`src/rtl/ftse_pkg.sv`:
```
package ftse_pkg;
    typedef enum logic {
        MODE_EXPAND = 1'b0,
        MODE_CHECK  = 1'b1
    } ftse_mode_e;

    typedef enum logic [1:0] {
        ST_IDLE     = 2'd0,
        ST_EXPANDED = 2'd1,
        ST_CHECKED  = 2'd2
    } ftse_state_e;
endpackage

```
`src/rtl/ftse_pivmask.sv`:
```
// Marks every item position that is the pivot of an enabled row.
module ftse_pivmask #(
    parameter int N  = 8,
    parameter int K  = 4,
    parameter int PW = 3
) (
    input  logic [K-1:0]    row_en,
    input  logic [K*PW-1:0] row_pivot,
    output logic [N-1:0]    pivot_mask
);
    always_comb begin
        pivot_mask = '0;
        for (int k = 0; k < K; k++) begin
            if (row_en[k] && (int'(row_pivot[k*PW +: PW]) < N))
                pivot_mask[row_pivot[k*PW +: PW]] = 1'b1;
        end
    end
endmodule

```
`src/rtl/ftse_row.sv`:
```
// One reduced constraint row: pivot value in expand mode, pass bit in check mode.
module ftse_row #(
    parameter int N  = 8,
    parameter int PW = 3
) (
    input  logic          en,
    input  logic [PW-1:0] pivot,
    input  logic [N-1:0]  coef,
    input  logic          parity,
    input  logic [N-1:0]  items,
    input  logic [N-1:0]  free_mask,
    output logic [N-1:0]  pivot_oh,
    output logic          pivot_val,
    output logic          row_ok
);
    logic [N-1:0] above;

    always_comb begin
        above    = '0;
        pivot_oh = '0;
        for (int i = 0; i < N; i++)
            above[i] = (i > int'(pivot));
        if (en && (int'(pivot) < N))
            pivot_oh[pivot] = 1'b1;
        pivot_val = parity ^ (^(coef & items & free_mask & above));
        row_ok    = !en || ((|(items & pivot_oh)) == pivot_val);
    end
endmodule

```
`src/rtl/ftse_expander.sv`:
```
module ftse_expander
    import ftse_pkg::*;
#(
    parameter int N = 8,
    parameter int K = 4,
    localparam int PW = (N > 1) ? $clog2(N) : 1
) (
    input  logic            clk,
    input  logic            rst_n,
    input  logic            in_valid,
    input  logic            mode,
    input  logic [N-1:0]    item_in,
    input  logic [K-1:0]    row_en,
    input  logic [K*PW-1:0] row_pivot,
    input  logic [K*N-1:0]  row_coef,
    input  logic [K-1:0]    row_parity,
    output logic            out_valid,
    output logic [N-1:0]    out_items,
    output logic            out_pass
);
    logic [N-1:0] piv_mask;
    logic [N-1:0] row_oh  [K];
    logic [K-1:0] row_bit;
    logic [K-1:0] row_ok;
    logic [N-1:0] expanded;
    logic         all_ok;
    ftse_mode_e   req_mode;
    ftse_state_e  state_q, state_d;
    logic [N-1:0] items_q;
    logic         pass_q;

    assign req_mode = ftse_mode_e'(mode);

    ftse_pivmask #(.N(N), .K(K), .PW(PW)) u_mask (
        .row_en     (row_en),
        .row_pivot  (row_pivot),
        .pivot_mask (piv_mask)
    );

    for (genvar g = 0; g < K; g++) begin : g_row
        ftse_row #(.N(N), .PW(PW)) u_row (
            .en        (row_en[g]),
            .pivot     (row_pivot[g*PW +: PW]),
            .coef      (row_coef[g*N +: N]),
            .parity    (row_parity[g]),
            .items     (item_in),
            .free_mask (~piv_mask),
            .pivot_oh  (row_oh[g]),
            .pivot_val (row_bit[g]),
            .row_ok    (row_ok[g])
        );
    end

    always_comb begin
        expanded = item_in & ~piv_mask;
        for (int k = 0; k < K; k++)
            expanded = expanded | (row_oh[k] & {N{row_bit[k]}});
        all_ok = &row_ok;
    end

    // next-state choice
    always_comb begin
        state_d = ST_IDLE;
        if (in_valid)
            state_d = (req_mode == MODE_CHECK) ? ST_CHECKED : ST_EXPANDED;
    end

    // state register
    always_ff @(posedge clk or negedge rst_n) begin
        if (!rst_n) state_q <= ST_IDLE;
        else        state_q <= state_d;
    end

    // result register
    always_ff @(posedge clk or negedge rst_n) begin
        if (!rst_n) begin
            items_q <= '0;
            pass_q  <= 1'b0;
        end else if (in_valid) begin
            if (req_mode == MODE_CHECK) begin
                items_q <= item_in;
                pass_q  <= all_ok;
            end else begin
                items_q <= expanded;
                pass_q  <= 1'b1;
            end
        end
    end

    // outputs
    always_comb begin
        unique case (state_q)
            ST_IDLE:     out_valid = 1'b0;
            ST_EXPANDED: out_valid = 1'b1;
            ST_CHECKED:  out_valid = 1'b1;
            default:     out_valid = 1'b0;
        endcase
        out_items = items_q;
        out_pass  = pass_q;
    end
endmodule

```
`config.mk`:
```
export PLATFORM = sky130hd
export DESIGN_NAME = ftse_expander
export DESIGN_NICKNAME = d
export VERILOG_FILES = /design/src/rtl/ftse_pkg.sv /design/src/rtl/ftse_pivmask.sv /design/src/rtl/ftse_row.sv /design/src/rtl/ftse_expander.sv
export SDC_FILE = /design/constraint.sdc
export NUM_CORES = 1
export LEC_CHECK = 0
export CORE_MARGIN = 2
export CORE_UTILIZATION = 65
export CTS_CLUSTER_DIAMETER = 120
export DETAILED_ROUTE_END_ITERATION = 8
export DONT_BUFFER_PORTS = 1
export HOLD_SLACK_MARGIN = 0.1
export PLACE_DENSITY = 0.85
export SLEW_MARGIN = 20
export SYNTH_ARGS = -nofsm -noshare
export SYNTH_HDL_FRONTEND = slang
export SYNTH_HIERARCHICAL = 1
export SYNTH_SLANG_ARGS = --single-unit
```
`constraint.sdc`:
```
create_clock -name clk -period 0.8 [get_ports clk]
set_input_delay 0.12 -clock clk [delete_from_list [all_inputs] [get_ports clk]]
set_output_delay 0.12 -clock clk [all_outputs]
set_load 0.03 [all_outputs]
```
# Word-level counts from Yosys, hierarchy flattened
# Cells that the tools add are included.
[word_totals] output_inout_bits=10 inputBits=64 ff_bits=11 wordCells=120
[op_classes] reduce_logical=22 muxes=20 n_bitwise=33 eq_ne=6 order_cmp=36
[ops] cell="8-bit bitwise AND" n=21
[ops] cell="8-bit 2-to-1 mux" n=8
[ops] cell="8-bit OR" n=7
[ops] cell="3-bit greater-than comparator, first input constant" n=16
[ops] cell="8-bit OR reduction" n=4
[ops] cell="8-bit parity" n=4
[ops] cell="2-bit by 3-bit greater-than comparator with 1-bit output, first input constant" n=8
[ops] cell="3-bit by 4-bit less-than comparator with 1-bit output, second input constant" n=4
[ops] cell="1-bit demux with 3-bit select" n=4
[ops] cell="3-bit by 1-bit greater-or-equal comparator with 1-bit output, second input constant" n=4
[ops] cell="1-bit by 3-bit greater-than comparator with 1-bit output, first input constant" n=4
[ops] cell="8-bit NOT" n=1
[ops] cell="1-bit 2-to-1 mux" n=6
[ops] cell="1-bit == test" n=4
[ops] cell="1-bit logical AND" n=4
[ops] cell="1-bit zero test" n=4
[ops] cell="1-bit logical OR" n=4
[ops] cell="2-bit 2-to-1 mux" n=2
[ops] cell="4-bit AND reduction" n=1
[ops] cell="1-bit bitwise XOR" n=4
[ops] cell="2-bit by 1-bit == test with 1-bit output, second input constant" n=1
[ops] cell="2-bit == test, second input constant" n=1
[ops] cell="2-bit OR reduction" n=1

# Longest topological paths before layout
# Gate-level depths: netlist (run 1).
[logic_depth] word_depth=22 depth_mapped=13 ltp_nobuf=13

# Cells and area by module
# The synthesis (run 1) kept the hierarchy.
[modules_own_cells] mod="ftse_expander" seq_area_each_um2=275.3 cells_each=82 area_each_um2=764.5 n_inst=1
[modules_own_cells] mod="ftse_row (g_row[1].u_row ...)" seq_area_each_um2=0.0 cells_each=46 area_each_um2=375.4 n_inst=2
[modules_own_cells] mod="ftse_row (g_row[0].u_row)" seq_area_each_um2=0.0 cells_each=52 area_each_um2=339.1 n_inst=1
[modules_own_cells] mod="ftse_row (g_row[3].u_row)" seq_area_each_um2=0.0 cells_each=44 area_each_um2=334.1 n_inst=1
[modules_own_cells] mod="ftse_pivmask" seq_area_each_um2=0.0 cells_each=39 area_each_um2=267.8 n_inst=1

# Least setup slack after synthesis (run 1)
# OpenSTA, ideal clock, no wires.
[synth_path] path_type="input-to-reg" from="in row_en[1]" to="reg pass_q (netlist: out_pass)" setup_ps=126 n_path_buf=0 required_ps=674 slack_ps=-1601 stages=13 arrival_ps=2275 path_cell_list="and2_1 -> a32oi_1 -> o221ai_1 -> inv_1 -> nand3_2 -> or4_1 -> o31ai_1 -> a311oi_1 -> xnor2_1 -> xor2_1 -> mux2_1 -> nand4_1 -> a31oi_1"
[synth_between] elab_chain_cells=14 word_cells_on_any_way=36 classes_between="eq/ne (4); mux (5); bitwise (16); reduce/logical (11)"
[synth_lines] item="start: declaration" line_no="ftse_expander.sv:13" rtl="input logic [K-1:0] row_en,"
[synth_lines] item="8-bit 2-to-1 mux (*)" line_no="ftse_pivmask.sv:14" rtl="if (row_en[k] && (int'(row_pivot[k*PW +: PW]) < N))"
[synth_lines] item="8-bit OR (no line)"
[synth_lines] item="8-bit 2-to-1 mux (*)" line_no="ftse_pivmask.sv:14"
[synth_lines] item="8-bit OR (no line)"
[synth_lines] item="8-bit 2-to-1 mux (*)" line_no="ftse_pivmask.sv:14"
[synth_lines] item="named net piv_mask[3]" line_no="ftse_expander.sv:21" rtl="logic [N-1:0] piv_mask;"
[synth_lines] item="8-bit NOT (*)" line_no="ftse_expander.sv:47" rtl=".free_mask (~piv_mask),"
[synth_lines] item="8-bit bitwise AND (*) (2 in series)" line_no="ftse_row.sv:25" rtl="pivot_val = parity ^ (^(coef & items & free_mask & above));"
[synth_lines] item="8-bit parity (*)" line_no="ftse_row.sv:25"
[synth_lines] item="1-bit bitwise XOR (*)" line_no="ftse_row.sv:25"
[synth_lines] item="named net row_bit[0]" line_no="ftse_expander.sv:23" rtl="logic [K-1:0] row_bit;"
[synth_lines] item="1-bit == test (*)" line_no="ftse_row.sv:26" rtl="row_ok = !en || ((|(items & pivot_oh)) == pivot_val);"
[synth_lines] item="1-bit logical OR (*)" line_no="ftse_row.sv:26"
[synth_lines] item="named net row_ok[0]" line_no="ftse_expander.sv:24" rtl="logic [K-1:0] row_ok;"
[synth_lines] item="4-bit AND reduction (*)" line_no="ftse_expander.sv:58" rtl="all_ok = &row_ok;"
[synth_lines] item="1-bit 2-to-1 mux (*)" line_no="ftse_expander.sv:80" rtl="if (req_mode == MODE_CHECK) begin"
[synth_lines] item="end signal: assignment" line_no="ftse_expander.sv:82" rtl="pass_q <= all_ok;"
[synth_lines] item="end: declaration" line_no="ftse_expander.sv:30" rtl="logic pass_q;"
# The timed path passes the listed nets; every way through them passes the cells marked *.
# A chain may end at the register's enable or synchronous reset.

# Final worst setup path (run 1)
[layout_path] from="in row_pivot[1]" to="reg pass_q (netlist: out_pass)"
[layout_between] elab_chain_cells=20 word_cells_on_any_way=48 classes_between="order compare (9); eq/ne (4); mux (7); bitwise (17); reduce/logical (11)"
[layout_lines] item="start: declaration" line_no="ftse_expander.sv:14" rtl="input logic [K*PW-1:0] row_pivot,"
[layout_lines] item="3-bit by 4-bit less-than comparator with 1-bit output (implied by the code) / 3-bit by 1-bit greater-or-equal comparator with 1-bit output (equally long branches)" line_no="ftse_pivmask.sv:15" rtl="pivot_mask[row_pivot[k*PW +: PW]] = 1'b1;"
[layout_lines] item="1-bit logical AND (implied by the code)" line_no="ftse_pivmask.sv:15"
[layout_lines] item="1-bit 2-to-1 mux (implied by the code)" line_no="ftse_pivmask.sv:15"
[layout_lines] item="1-bit demux with 3-bit select (*)"
[layout_lines] item="8-bit 2-to-1 mux (*)" line_no="ftse_pivmask.sv:14"
[layout_lines] item="8-bit OR (no line)"
[layout_lines] item="8-bit 2-to-1 mux (*)" line_no="ftse_pivmask.sv:14"
[layout_lines] item="8-bit OR (no line)"
[layout_lines] item="[... 3 more ...]"
[layout_lines] item="named net piv_mask[3]" line_no="ftse_expander.sv:21"
[layout_lines] item="[... 3 more ...]"
[layout_lines] item="8-bit parity (*)" line_no="ftse_row.sv:25"
[layout_lines] item="1-bit bitwise XOR (*)" line_no="ftse_row.sv:25"
[layout_lines] item="named net row_bit[0]" line_no="ftse_expander.sv:23"
[layout_lines] item="1-bit == test (*)" line_no="ftse_row.sv:26"
[layout_lines] item="1-bit logical OR (*)" line_no="ftse_row.sv:26"
[layout_lines] item="named net row_ok[0]" line_no="ftse_expander.sv:24"
[layout_lines] item="4-bit AND reduction (*)" line_no="ftse_expander.sv:58"
[layout_lines] item="1-bit 2-to-1 mux (*)" line_no="ftse_expander.sv:80"
# Marks and branches as above.

==> out/metrics.csv, run 1 <==
metric,value,unit
cells on worst reg2reg path,2,
clk_lat worst skew,0.24,ns
first-pass GRT wire length,13100,microns
Hold Path Depth,1,
GRT Overall Usage,39.6,%
Die Span Y,65.5,microns
DRT iter0 DRCs,381,
CTS tree,built,
fin cells,390,
"Area growth, synth to finish",23.2,%
most common cell in the netlist,nor2_1,
Clock Path Buffers,2,
Fin. Hold Viols,1,
die outline width,65.5,microns
vias,2862,
P_sw,1.37,mW
Yosys top cell by area,dfrtp_1,
vias in the first global route,2735,
Sw Ratio,40.7,%
Comb pwr share,63.2,%
worst min-delay path startpoint,in_valid,
Synth cell types,55,
placed insts,380,
Synth warnings,6,
pwr dens,1110,nW/um^2
Die Area,4290,sq um
Routed WL,8750,microns
Final setup violation count,19,
Tcrit/Tclk final,312,%
Post-DRT Antenna Nets,0,
Pre-antenna DRT Iters,5,
Routability Congestion,1.01,
RSZ-0062 raised after global routing,yes,
crit path launch type,input port,
# IOs,74,
commonest cells in the netlist,"nor2_1, nand2_1, nand2b_1",
clock power share,16.4,%
Post-Synthesis Net Count,373,
Yosys top cell area share,11.2,%
root buf cell,clkbuf_8,
share of cells above drive strength 1,35.1,%
CTS Hold Bufs,3,
skew final,0,ns
violated checks,"hold timing, setup timing",
Worst VDD drop,560,uV
"EDFF count, synth",0,
CP peak stage delay,0.51,ns
largest net degree at the start of global routing,21,
"Cell Area, Synth",2460,sq um
r2r startpoint,out_items[5],
Synth async-reset ratio,100,%
cell row count,22,
register bit total from synthesis,11,
via/cell ratio,7.34,
Crit path arrival time,2.61,ns
drc violations,0,
worst setup path class,in -> reg,
sequential area share after synthesis,11.2,%
grt ovf,0,
Port Buffers,0,
Placed Area,2730,sq um
Num CTS Buffers,3,
post-detail-place hpwl,5790,microns
ANT cells,0,
Clock transition at path regs,0.05,ns
clock net sink count,11,
Crit Reg-Reg Endpoint,out_items[5],
Post-Layout Inst Area,3030,sq um
CORE AREA,3630,sq um
H-tree depth,1,
Nets,407,
"Cell Chain, Critical Path",nor2b_4 -> a32oi_2 -> o221ai_1 -> inv_1 -> nand3_2 -> or4_4 -> o31ai_4 -> a311oi_2 -> xnor2_1 -> xor2_1 -> mux2_4 -> nand4_1 -> a31oi_1,
Synth area leaders,"dfrtp_1, mux4_2, a22oi_1",
Hold WS,-0.00939,ns
Avg WL per Cell,22.4,microns
CP Capture Type,flip-flop,
Power Internal,1.99,mW
Slew Limit Fails,0,
final worst path period need,2.49,ns
Critical Path Fanout Max,16,
hold path endpoint,out_pass,
Relative slew margins,68.1,%
f_max,401,MHz
Slew @ Worst Pin,0.476,ns
CP max stage cell,or4_4,
Static Leak,1.13,nW
initial antenna violation count,0,
Syn Inst Count,309,
Required @ worst endpoint,0.91,ns
utilization after layout,83.3,%
sequential share of power,20.4,%
outcome,finished with violations,
max_cap viols,0,
top_reg_cell synth,dfrtp_1,
reg-to-reg setup timing slack,-0.03,ns
Mean Syn Cell Area,7.95,sq um
worst setup margin,-1.69,ns
Starting Density,67.6,%
worst min-delay path class,in -> reg,
==> worst max-delay path by stage <==
| stage | startpoint | to | slack [ns] |
|---|---|---|---|
| floorplan | row_en[1] | out_pass | -1.56 |
| global placement | row_en[1] | out_pass | -1.71 |
| detailed placement | row_pivot[1] | out_pass | -1.74 |
| CTS | row_en[1] | out_pass | -1.46 |
| global route | row_pivot[1] | out_pass | -1.76 |
| finish | row_pivot[1] | out_pass | -1.69 |
==> layer usage <==
layer  track usage [%]  vias to the layer above  wire length [microns]
li1                  -                     1222                      -
met1              48.3                     1327                   3070
met2              66.6                      270                   4080
met3              7.88                       43                   1170
met4              19.0                        0                    420
met5                 0                        -                      0
==> kinds of logic (layout without fill, tap and decap cells) <==
logic type	after synthesis	count (layout)	share of synthesized area, %
flops	11	11	11.2
xor+xnor	21	21	9.27
simple gates	146	146	35.7
compound gates	80	80	24.0
buf+inv	34	67	9.22
mux	17	17	10.6
==> sequential cells by signal (all words and copies together), names as in the netlist <==
| signal | flops |
|---|---|
| out_pass | 1 |
| state_q | 2 |
| out_items | 8 |
==> timing repair <==
item | in CTS | in global routing
hold endpoints to repair | 14 | 2
gates resized for setup | 25 | 14
setup buffers | 3 | 1
pin swaps | 10 | 7
endpoints found under the setup margin | 19 | 20
==> cell type report <==
| cell class | count | area (sq um) |
|---|---|---|
| multi-input cells | 264 | 2180 |
| fillers | 217 | 607 |
| flip-flops and latches | 11 | 275 |
| well taps | 48 | 60.1 |
| inverters | 14 | 52.6 |
| clock buffers | 4 | 45.0 |
| repair buffers | 49 | 413 |
==> per-stage QoR <==
| stage | setup WS (ns) | setup TNS [ns] | total power, mW |
|---|---|---|---|
| after CTS | -1.46 | -13.09 | 3.22 |
| after global routing | -1.76 | -16.26 | 3.51 |
| after global placement | -1.71 | -13.90 | 2.45 |
| final | -1.69 | -15.21 | 3.36 |
| after detailed placement | -1.74 | -14.31 | 2.49 |
| after floorplan | -1.56 | -12.64 | 2.17 |
==> power by group through the flow <==
stage | Sequential (mW) | Combinational [mW] | Clock, mW
final | 0.685 | 2.12 | 0.549
after global routing | 0.692 | 2.24 | 0.580
after CTS | 0.684 | 1.99 | 0.541
after detailed placement | 0.678 | 1.81 | 0
after global placement | 0.672 | 1.78 | 0
after floorplan | 0.809 | 1.36 | 0
==> critical path: cells and delay by family <==
kind,cells,cell delay [ns]
muxes,1,0.36
xor gates and xnor gates,2,0.51
and+or+nand+nor,4,0.85
buffers and inverters,1,0.17
AOI/OAI and AO/OA,5,0.60
==> cell usage in the layout (no fill, tap or decap), drive strengths merged, types with 3 or more instances in the layout <==
cell / count
buf: 46
o32ai: 3
nor3: 14
mux4: 7
a21oi: 11
a22oi: 19
nor2b: 8
clkbuf: 4
o22a: 4
nand2: 22
mux2i: 8
and2: 4
nand3b: 7
nor2: 30
dlygate4sd3: 3
nand2b: 22
a31oi: 11
inv: 14
xor2: 10
nand3: 19
xnor2: 10
nand4b: 8
o221ai: 6
o21ai: 10
o22ai: 3
dfrtp: 11
a211oi: 4
a32oi: 4
(Power assumes the default switching activity.)
==> run 2, diff against run 1 <==
--- a/config.mk
+++ b/config.mk
@@ -6,12 +6,12 @@
 export NUM_CORES = 1
 export LEC_CHECK = 0
 export CORE_MARGIN = 2
-export CORE_UTILIZATION = 65
+export CORE_UTILIZATION = 59
 export CTS_CLUSTER_DIAMETER = 120
 export DETAILED_ROUTE_END_ITERATION = 8
 export DONT_BUFFER_PORTS = 1
 export HOLD_SLACK_MARGIN = 0.1
-export PLACE_DENSITY = 0.85
+export PLACE_DENSITY = 0.82
 export SLEW_MARGIN = 20
 export SYNTH_ARGS = -nofsm -noshare
 export SYNTH_HDL_FRONTEND = slang
==> constraint.sdc (replaced) <==
create_clock -name clk -period 2.1 [get_ports clk]
set_input_delay 0.315 -clock clk [delete_from_list [all_inputs] [get_ports clk]]
set_output_delay 0.315 -clock clk [all_outputs]
set_load 0.03 [all_outputs]
==> out/metrics.csv, run 2 (synthesis gave the netlist of run 1 again) <==
metric,value,unit,change
Final setup violation count,9,,-10
H-tree depth,1,,unchanged
total power,1.21,mW,-64%
skew final,0,ns,unchanged
root buf cell,clkbuf_8,,
Die Area,4690,sq um,+9.5%
Num CTS Buffers,3,,unchanged
Clock transition at path regs,0.05,ns,about the same
Fill cells,323,,+49%
outcome,finished with violations,,
die outline width,68.5,microns,+4.7%
worst min-delay path class,in -> reg,,
drc violations,0,,unchanged
Fin. Hold Viols,0,,-1
DRT iter0 DRCs,464,,+22%
Clock Path Buffers,2,,unchanged
Hold WS,0.196,ns,+0.206 ns
Routed WL,8090,microns,-7.5%
post-detail-place hpwl,5800,microns,+0.24%
via/cell ratio,7.30,,-0.52%
CORE AREA,4000,sq um,+10%
Port Buffers,0,,unchanged
f_max,396,MHz,
placed insts,364,,-4.2%
pwr dens,425,nW/um^2,-62%
met3 GRT Util,7.31,%,-0.57 points
clk_lat worst skew,0.23,ns,about the same
violated checks,setup timing,,
RSZ-0062 raised after global routing,yes,,
Routability Congestion,0.910,,-10%
grt ovf,0,,unchanged
Nets,391,,-3.9%
Pre-antenna DRT Iters,6,,+1
Starting Density,61.4,%,-6.2 points
first-pass GRT wire length,12300,microns,-6.2%
Required @ worst endpoint,2.21,ns,+1.30 ns
Tcrit/Tclk final,120,%,
Post-DRT Antenna Nets,0,,unchanged
final worst path period need,2.52,ns,
worst setup path class,in -> reg,,
share of cells above drive strength 1,31.9,%,-3.2 points
Static Leak,1.05,nW,-7.0%
CP most frequent cell,buf_4,,
GRT Overall Usage,34.3,%,-5.3 points
Largest register FFs,8,,unchanged
"most common cell after layout, fill and taps aside",nor2_1,,
crit path launch type,input port,,
"Area growth, synth to finish",16.1,%,
Crit path arrival time,2.63,ns,+0.02 ns
vias in the first global route,2467,,-9.8%
CP Capture Type,flip-flop,,
worst setup margin,-0.424,ns,+1.27 ns
fin cells,376,,-3.6%
"Cell Chain, Critical Path",nand2_1 -> buf_4 -> o221ai_1 -> inv_1 -> buf_4 -> buf_4 -> buf_4 -> buf_4 -> nand4_1 -> xnor3_1 -> mux2i_2 -> xnor2_2 -> mux2_1 -> nand4_1 -> a31oi_1,,
# IOs,74,,unchanged
met1 layer usage reported by global route,44.4,%,-3.9 points
Slew Limit Fails,0,,unchanged
Relative slew margins,58.3,%,-9.9 points
cell row count,23,,+4.5%
busiest grt layer,met2,,
vias,2745,,-4.1%
initial antenna violation count,0,,unchanged
Worst VDD drop,249,uV,-55%
Avg WL per Cell,21.5,microns,-4.0%
CP peak stage delay,0.38,ns,-0.13 ns
clock net sink count,11,,unchanged
CTS tree,built,,
Die Span Y,68.5,microns,+4.7%
largest net degree at the start of global routing,21,,unchanged
Slew @ Worst Pin,0.624,ns,+0.148 ns
max_cap viols,0,,unchanged
Critical Path Fanout Max,6,,-10
CP max stage cell,mux2_1,,
ANT cells,0,,unchanged
"commonest non-fill, non-tap cells in the layout","nor2_1, buf_4, nand2_1",,
GR Layer Usage met2,59.0,%,-7.6 points
==> run 2: cell types whose count changed in the layout (fill, tap and decap cells not counted), sizes merged <==
| cell | before | now |
|---|---|---|
| dlygate4sd3 | 3 | 1 |
| buf | 46 | 32 |
==> run 2: report_power, final <==
group | switching, mW | internal (mW) | total [mW]
logic | 0.349 | 0.344 | 0.693
clock network | 0.0751 | 0.133 | 0.208
registers | 0.0705 | 0.239 | 0.309
total | 0.495 | 0.716 | 1.21
==> run 2: cell type report <==
type	count	area [sq um]	area share, %
sequential	11	275	9.65
timing repair buffer	33	270	9.48
inverter	14	52.6	1.84
clock buffer	4	45.0	1.58
tap	50	62.6	2.19
multi-input combinational	264	2150	75.3
==> run 2: worst max-delay path, delay by kind of cell <==
family                    cells  cell delay [ns]
and+or+nand+nor               3             0.31
buffers and inverters         6             0.79
xor gates and xnor gates      2             0.38
AOI/OAI and AO/OA             2             0.27
muxes                         2             0.58
==> run 2: per-layer routing <==
layer / wire length, microns / part of all wire [%] / vias up
met3: 969 / 12 / 36
li1: - / - / 1196
met5: 0 / 0 / -
met4: 263 / 3.3 / 0
met1: 3010 / 37 / 1289
met2: 3840 / 48 / 224
==> run 2: what timing repair did <==
item / 4_1_cts / 5_1_grt
endpoints found under the setup margin: 9 / 9
hold buffers: 1 / 0
gates resized for setup: 9 / 19
hold endpoints to repair: 11 / 0
setup buffers: 5 / 2
pin swaps: 10 / 11
==> run 2: path summary, 6_finish.rpt <==
| path | startpoint | endpoint | slack, ns | cells past startpoint |
|---|---|---|---|---|
| max in group asynchronous | rst_n | state_q[1] | 1.30 | 1 |
| setup / recovery | row_en[3] | out_pass | -0.42 | 15 |
| hold / removal | in_valid | out_pass | 0.20 | 1 |
| hold reg to reg | out_pass | out_pass | 0.75 | 2 |
| setup reg to reg | out_items[6] | out_items[6] | 1.17 | 2 |
| min in group asynchronous | rst_n | out_items[6] | 0.48 | 1 |
==> run 2: stage by stage <==
stage | util [%] | instance area, sq um | setup WS, ns | setup TNS [ns]
after floorplan | - | 2500 | -0.459 | -2.68
after global placement | 64.7 | 2590 | -0.522 | -3.97
after detailed placement | 64.7 | 2590 | -0.644 | -4.67
after CTS | 68.3 | 2730 | -0.342 | -2.34
after global routing | 71.3 | 2850 | -0.522 | -3.95
final | 71.3 | 2850 | -0.424 | -2.92
